--- src/rtl/clkseq_pkg.sv ---
// Shared types for the clock stop and power-down sequencer.
// Assumes one clock domain: the internal CPU clock.
package clkseq_pkg;

    // Power-down sequencer states; the order is the shutdown order.
    typedef enum logic [2:0] {
        PD_RUN    = 3'd0,
        PD_DRAIN  = 3'd1,
        PD_VCOOFF = 3'd2,
        PD_OFF    = 3'd3,
        PD_WAKE   = 3'd4
    } pd_state_t;

endpackage

--- src/rtl/clkseq_sync.sv ---
// Two-flop synchronizer bank for active-low asynchronous requests.
// Assumes the idle (inactive) level is 1, so reset loads all ones.
module clkseq_sync #(
    parameter int W = 2
) (
    input  logic         clk,
    input  logic         rst_n,
    input  logic [W-1:0] d,
    output logic [W-1:0] q
);

    logic [W-1:0] meta;

    // Two register stages in series; reset to the inactive level.
    always_ff @(posedge clk) begin
        if (!rst_n) begin
            meta <= '1;
            q    <= '1;
        end else begin
            meta <= d;
            q    <= meta;
        end
    end

endmodule

--- src/rtl/clkseq_stop_ctrl.sv ---
// Stop-request qualifier with a minimum on-time for the CPU group.
// Assumes stop_n_s is already synchronized. cpu_gate is the CPU group gate.
// ext_off says the CPU group is held off for a reason other than the stop.
module clkseq_stop_ctrl #(
    parameter int MIN_ON = 100
) (
    input  logic clk,
    input  logic rst_n,
    input  logic stop_n_s,
    input  logic cpu_gate,
    input  logic ext_off,
    output logic stop_hold
);

    localparam int CW = $clog2(MIN_ON + 1);
    localparam logic [CW-1:0] CNT_MAX = CW'(MIN_ON);

    logic [CW-1:0] on_cnt;
    logic          min_done;

    // Count the cycles the CPU gate has been high, saturating at MIN_ON.
    always_ff @(posedge clk) begin
        if (!rst_n || !cpu_gate) begin
            on_cnt <= '0;
        end else if (on_cnt != CNT_MAX) begin
            on_cnt <= on_cnt + 1'b1;
        end
    end

    assign min_done  = (on_cnt == CNT_MAX);
    // A stop takes effect once the on-time is served, or if already stopped.
    assign stop_hold = !stop_n_s && (min_done || !cpu_gate);

    // a stop-caused fall of the CPU gate needs a completed on-time.
    p_min_on_r5: assert property (@(posedge clk) disable iff (!rst_n)
        ($fell(cpu_gate) && !$past(ext_off)) |-> $past(min_done));

endmodule

--- src/rtl/clkseq_gate_bank.sv ---
// Per-group clock gate registers. Each gate follows its request only
// while its source is low, so the gated clock never has a runt high phase.
// Assumes src levels are synchronous to clk.
module clkseq_gate_bank #(
    parameter int N_GRP = 5
) (
    input  logic             clk,
    input  logic             rst_n,
    input  logic [N_GRP-1:0] src,
    input  logic [N_GRP-1:0] want,
    output logic [N_GRP-1:0] gate,
    output logic [N_GRP-1:0] gclk
);

    for (genvar g = 0; g < N_GRP; g++) begin : g_grp
        // Load the requested gate state only during the source low phase.
        always_ff @(posedge clk) begin
            if (!rst_n) begin
                gate[g] <= 1'b0;
            end else if (!src[g]) begin
                gate[g] <= want[g];
            end
        end

        assign gclk[g] = src[g] & gate[g];

        // the gated clock falls only together with its source.
        p_fall_with_src_r4: assert property (@(posedge clk) disable iff (!rst_n)
            $fell(gclk[g]) |-> $fell(src[g]));
        // the gated clock rises only together with its source.
        p_rise_with_src_r4: assert property (@(posedge clk) disable iff (!rst_n)
            $rose(gclk[g]) |-> $rose(src[g]));
    end

endmodule

--- src/rtl/clkseq_pd_seq.sv ---
// Power-down sequencer: drains all gates, then drops the VCO enable and then
// the crystal enable. On release it restores both and holds the clocks off
// for WAKE_CYC cycles. Assumes pdn_s is already synchronized.
module clkseq_pd_seq
    import clkseq_pkg::*;
#(
    parameter int N_GRP    = 5,
    parameter int WAKE_CYC = 1000
) (
    input  logic             clk,
    input  logic             rst_n,
    input  logic             pdn_s,
    input  logic [N_GRP-1:0] gates,
    output logic             pd_active,
    output logic             vco_en,
    output logic             xtal_en
);

    localparam int WW = $clog2(WAKE_CYC + 1);
    localparam logic [WW-1:0] WAKE_LAST = WW'(WAKE_CYC - 1);

    pd_state_t     state;
    logic [WW-1:0] wcnt;

    // Shutdown and wake-up state machine with the settling counter.
    always_ff @(posedge clk) begin
        if (!rst_n) begin
            state <= PD_RUN;
            wcnt  <= '0;
        end else begin
            case (state)
                PD_RUN:    if (!pdn_s) state <= PD_DRAIN;
                PD_DRAIN:  if (gates == '0) state <= PD_VCOOFF;
                PD_VCOOFF: state <= PD_OFF;
                PD_OFF: begin
                    if (pdn_s) begin
                        state <= PD_WAKE;
                        wcnt  <= '0;
                    end
                end
                PD_WAKE: begin
                    if (wcnt == WAKE_LAST) state <= PD_RUN;
                    else                   wcnt  <= wcnt + 1'b1;
                end
                default:   state <= PD_RUN;
            endcase
        end
    end

    // Decode the outputs from the state.
    assign pd_active = (state != PD_RUN);
    assign vco_en    = (state == PD_RUN) || (state == PD_DRAIN) || (state == PD_WAKE);
    assign xtal_en   = (state != PD_OFF);

    // the VCO enable drops only once every gate is already low.
    p_vco_after_gates_r8: assert property (@(posedge clk) disable iff (!rst_n)
        $fell(vco_en) |-> ($past(gates) == '0) && (gates == '0));
    // the crystal enable drops only after the VCO enable is off.
    p_xtal_after_vco_r8: assert property (@(posedge clk) disable iff (!rst_n)
        $fell(xtal_en) |-> (!vco_en && $past(!vco_en)));
    // no gate is open while the wake-up counter runs.
    p_wake_hold_r10: assert property (@(posedge clk) disable iff (!rst_n)
        (state == PD_WAKE) |-> (gates == '0));

endmodule

--- src/rtl/clk_stop_pd_seq.sv ---
// Top level: synchronizes both requests, forms per-group gate requests from
// the configuration, the stop qualifier and the power-down state, and drives
// the gate bank and the oscillator enables. Assumes one CPU clock domain.
module clk_stop_pd_seq #(
    parameter int               N_GRP     = 5,
    parameter logic [N_GRP-1:0] STOP_MASK = 5'b00011,
    parameter int               CPU_IDX   = 0,
    parameter int               MIN_ON    = 100,
    parameter int               WAKE_CYC  = 1000
) (
    input  logic             clk,
    input  logic             rst_n,
    input  logic             stop_req_n,
    input  logic             pdn_req_n,
    input  logic [N_GRP-1:0] cfg_en,
    input  logic [N_GRP-1:0] src_lvl,
    output logic [N_GRP-1:0] grp_en,
    output logic [N_GRP-1:0] gclk,
    output logic             vco_en,
    output logic             xtal_en
);

    logic [1:0]       req_s;
    logic             stop_hold;
    logic             pd_active;
    logic [N_GRP-1:0] want;

    clkseq_sync #(.W(2)) u_sync (
        .clk   (clk),
        .rst_n (rst_n),
        .d     ({pdn_req_n, stop_req_n}),
        .q     (req_s)
    );

    clkseq_stop_ctrl #(.MIN_ON(MIN_ON)) u_stop (
        .clk       (clk),
        .rst_n     (rst_n),
        .stop_n_s  (req_s[0]),
        .cpu_gate  (grp_en[CPU_IDX]),
        .ext_off   (!cfg_en[CPU_IDX] || pd_active),
        .stop_hold (stop_hold)
    );

    clkseq_pd_seq #(.N_GRP(N_GRP), .WAKE_CYC(WAKE_CYC)) u_pd (
        .clk       (clk),
        .rst_n     (rst_n),
        .pdn_s     (req_s[1]),
        .gates     (grp_en),
        .pd_active (pd_active),
        .vco_en    (vco_en),
        .xtal_en   (xtal_en)
    );

    // Gate request per group: configured on, not powering down, not stopped.
    always_comb begin
        for (int g = 0; g < N_GRP; g++) begin
            want[g] = cfg_en[g] && !pd_active && !(STOP_MASK[g] && stop_hold);
        end
    end

    clkseq_gate_bank #(.N_GRP(N_GRP)) u_gates (
        .clk   (clk),
        .rst_n (rst_n),
        .src   (src_lvl),
        .want  (want),
        .gate  (grp_en),
        .gclk  (gclk)
    );

    for (genvar g = 0; g < N_GRP; g++) begin : g_chk
        // a disabled group cannot open its gate at a source low phase.
        p_cfg_off_r6: assert property (@(posedge clk) disable iff (!rst_n)
            (!cfg_en[g] && !src_lvl[g]) |=> !grp_en[g]);
    end

endmodule

--- config.mk ---
export PLATFORM = sky130hd
export DESIGN_NAME = clk_stop_pd_seq
export DESIGN_NICKNAME = d
export VERILOG_FILES = /design/src/rtl/clkseq_pkg.sv /design/src/rtl/clkseq_sync.sv /design/src/rtl/clkseq_stop_ctrl.sv /design/src/rtl/clkseq_gate_bank.sv /design/src/rtl/clkseq_pd_seq.sv /design/src/rtl/clk_stop_pd_seq.sv
export SDC_FILE = /design/constraint.sdc
export NUM_CORES = 1
export LEC_CHECK = 0
export ABC_AREA = 1
export BUFFER_PORTS_ARGS = -buffer_cell sky130_fd_sc_hd__buf_2
export CAP_MARGIN = 20
export CORE_MARGIN = 3
export CORE_UTILIZATION = 41
export DETAILED_ROUTE_END_ITERATION = 8
export RECOVER_POWER = 25
export SKIP_LAST_GASP = 1
export SLEW_MARGIN = 30
export SYNTH_ARGS = -nofsm -noshare
export SYNTH_HDL_FRONTEND = slang
export SYNTH_HIERARCHICAL = 1
export SYNTH_SLANG_ARGS = --single-unit
--- constraint.sdc ---
create_clock -name clk -period 3.7 [get_ports clk]
set_input_delay 0.37 -clock clk [delete_from_list [all_inputs] [get_ports clk]]
set_output_delay 0.37 -clock clk [all_outputs]
set_load 0.05 [all_outputs]
==> flow_summary_export.csv <==
group,metric,value,unit
floorplan,dieArea,4820,µm²
clock_network,cts_inserted_buffers,5,
route,wire_per_inst,9.52,µm
sta,fmax,654,MHz
synthesis,yosysSeqAreaShare,35.2,%
clock_network,clockBufferDepth,2,
floorplan,fp.dieW,69.4,µm
worst_setup_path,reg2regPathDepth,7,
worst_setup_path,crit_chain,"nand3_4, buf_2",
clock_network,htreeDepth,2,
clock_network,tritoncts,"done",
placed_design,dpl_worst_slack,2.24,ns
worst_setup_path,worstReg2RegStart,"u_pd/state[2]$_SDFFE_PN0P_",
synthesis,synthCells,255,
clock_network,hold_buffers,0,
placed_design,place_inst,326,
run_status,status,"completed",
worst_setup_path,worst_setup_path_start_kind,"register",
synthesis,yosys_register_bits,29,
power_and_ir_drop,p_leak,0.900,nW
synthesis,ys_async_sr_fraction,0,%
synthesis,synth_area_leaders,"dfxtp_1 35%, nand2_1 15%, inv_1 10%",
placed_design,place_congestion,0.799,
global_route,grt_first_pass_wirelength,5580,µm
min_path,holdCritStartpoint,"stop_req_n",
clock_network,clock_latency,0.28,ns
worst_setup_path,crit_path_max_fanout,6,
worst_setup_path,slowest_delay,0.50,ns
synthesis,synth_common_cells,"64 x nand2_1, 46 x inv_1, 36 x nor2_1",
route,drt_pass1_iterations,4,
route,met2WireLength,1350,µm
route,vias_per_cell,4.55,
synthesis,netlist.area_leader.share,35.2,%
route,drtAntennaViolNets,0,
synthesis,synth_cell_type_count,29,
global_route,grt_max_degree,18,
sta,drv_slew,0,
floorplan,rows,22,
clock_network,post_cts_buffers,0,
floorplan,num_io_pins,26,
global_route,grt_usage,13.9,%
clock_network,clk_pin_slew,0.06,ns
finish,fin_area,1890,µm²
sta,worst_pin_slew,0.787,ns
global_route,antenna_found_initial,0,
sta,min_period,1.53,ns
synthesis,post-synth-top-count-cell,"nand2_1",
power_and_ir_drop,power.density,523,nW/µm²
worst_setup_path,required,3.33,ns
route,routed_wl,3180,µm
sta,period_share,41.3,%
floorplan,initial_core_util,43.7,%
finish,final_nets,302,
worst_setup_path,cp.arrival,1.16,ns
sta,worst_slack,2.17,ns
synthesis,synth_top_cell_by_area,"dfxtp_1",
placed_design,post-dp-hpwl,2350,µm
finish,final_cells,334,
job,max_cap_violations,0,
worst_setup_path,cp-end-kind,"output port",
synthesis,avgSynthCellArea,6.46,µm²
route,drc,0,
sta,finalSetupTns,0,ns
sta,rsz0062_at_grt,"no",
worst_setup_path,cp_slowest_cell,"dfxtp_1",
min_path,worstHoldEndpoint,"u_sync/meta[0]$_SDFF_PN1_",
route,wl_met3,155,µm
synthesis,syn_area,1650,µm²
route,top_layer,"met4",
placed_design,io_buffers,25,
clock_network,clock-root-buffer,"clkbuf_8",
clock_network,cts_resized,0,
finish,diodes,0,
synthesis,synthFlopType,"dfxtp_1",
finish,area_growth,14.8,%
synthesis,synth_edf_count,0,
worst_setup_path,regToRegSetupSlack,2.23,ns
sta,setup_viol,0,
floorplan,core_area,3770,µm²
route,first_iter_violations,52,
worst_setup_path,r2r-end,"u_pd/wcnt[1]$_SDFFE_PN0P_",
finish,drive_above_1_share,18.2,%
global_route,grt_remaining_overflow,0,
sta,fin_skew,0.00464,ns
route,dr_total_vias,1521,
placed_design,placed_area,1810,µm²
global_route,grt_pass1_vias,1326,
worst_setup_path,crit_type,"register to output port",
clock_network,cts.sinks,29,
min_path,whs_path_depth,3,
min_path,worstHoldPathType,"primary input to register",
sta,slew_headroom,47.6,%
synthesis,synthesis.nets,272,
sta,final_hold_viol_count,0,
power_and_ir_drop,irDropWorstVdd,0.000303,V
synthesis,yosys_warnings,6,
floorplan,fp.dieH,69.4,µm
route,wl_met1,1630,µm
## placed cells by master (no fill, tap or decap), drive strengths merged
cell type / Yosys / layout
a21oi: 19 / 19
buf: 2 / 24
clkbuf: 0 / 7
clkinv: 1 / 3
dfxtp: 29 / 29
ha: 3 / 3
inv: 50 / 50
nand2: 72 / 72
nand3: 24 / 24
nand3b: 1 / 1
nand4: 1 / 1
nor2: 41 / 41
nor3: 2 / 2
o211ai: 1 / 1
o21ai: 5 / 5
o21bai: 1 / 1
or2: 1 / 1
xnor2: 1 / 1
xor2: 1 / 1
## final cells by class
class                           count  area [µm²]
Clock inverter                      2        10.0
Clock buffer                        6        72.6
Multi-Input combinational cell    173         853
Sequential cell                    29         581
Tap cell                           48        60.1
Inverter                           51         191
Fill cell                         393        1880
Timing Repair Buffer               25         124
## report_power, final
part | internal (mW) | switching (mW)
Clock | 0.130 | 0.115
Combinational | 0.108 | 0.238
Sequential | 0.351 | 0.0472
Total | 0.590 | 0.400
## routing by layer
layer  up-vias  GRT usage [%]
li1        839              -
met5         -              0
met1       642           19.4
met4         0           5.21
met3         7           3.48
met2        33           20.3
## metrics by stage
step	util, %	hold slack, ns	power (mW)
2_1_floorplan	-	0.380	0.680
3_3_place_gp	48.1	0.383	0.752
3_5_place_dp	48.1	0.387	0.755
4_1_cts	50.3	0.250	1.00
5_1_grt	50.2	0.289	1.07
6_report	50.2	0.261	0.990
## registers in the layout, indices dropped and copies added (netlist names)
name           flops
u_pd/state         3
u_sync/meta        2
u_sync/q           2
u_pd/wcnt         10
u_gates/gate       5
u_stop/on_cnt      7
## worst max-delay path by stage
stage,start,end,slack [ns],cells after the start
after floorplan,u_gates/gate[0]$_SDFFE_PN0N_,gclk[0],2.17,2
after global placement,u_pd/wcnt[0]$_SDFFE_PN0P_,u_pd/wcnt[0]$_SDFFE_PN0P_,2.25,10
after detailed placement,u_pd/state[2]$_SDFFE_PN0P_,u_pd/wcnt[1]$_SDFFE_PN0P_,2.24,7
after CTS,u_pd/state[1]$_SDFFE_PN0P_,xtal_en,2.15,2
after global routing,u_pd/state[2]$_SDFFE_PN0P_,u_pd/wcnt[1]$_SDFFE_PN0P_,2.09,8
final,u_pd/state[1]$_SDFFE_PN0P_,xtal_en,2.17,2
## worst max-delay path, delay by kind of cell, from the launching register on
kind,cells,cell delay (ns)
flops,1,0.50
buf+inv,1,0.24
simple gates,1,0.15
## cells by family (layout without fill, tap and decap cells)
family | count (synthesis) | in the layout | share of synthesized area (%)
buf+inv | 53 | 84 | 12.8
xor+xnor | 2 | 2 | 1.06
flops | 29 | 29 | 35.2
fa+ha+maj | 3 | 3 | 2.28
simple gates | 142 | 142 | 40.0
compound gates | 26 | 26 | 8.66
Note: power is estimated with default switching activity, not from simulation.
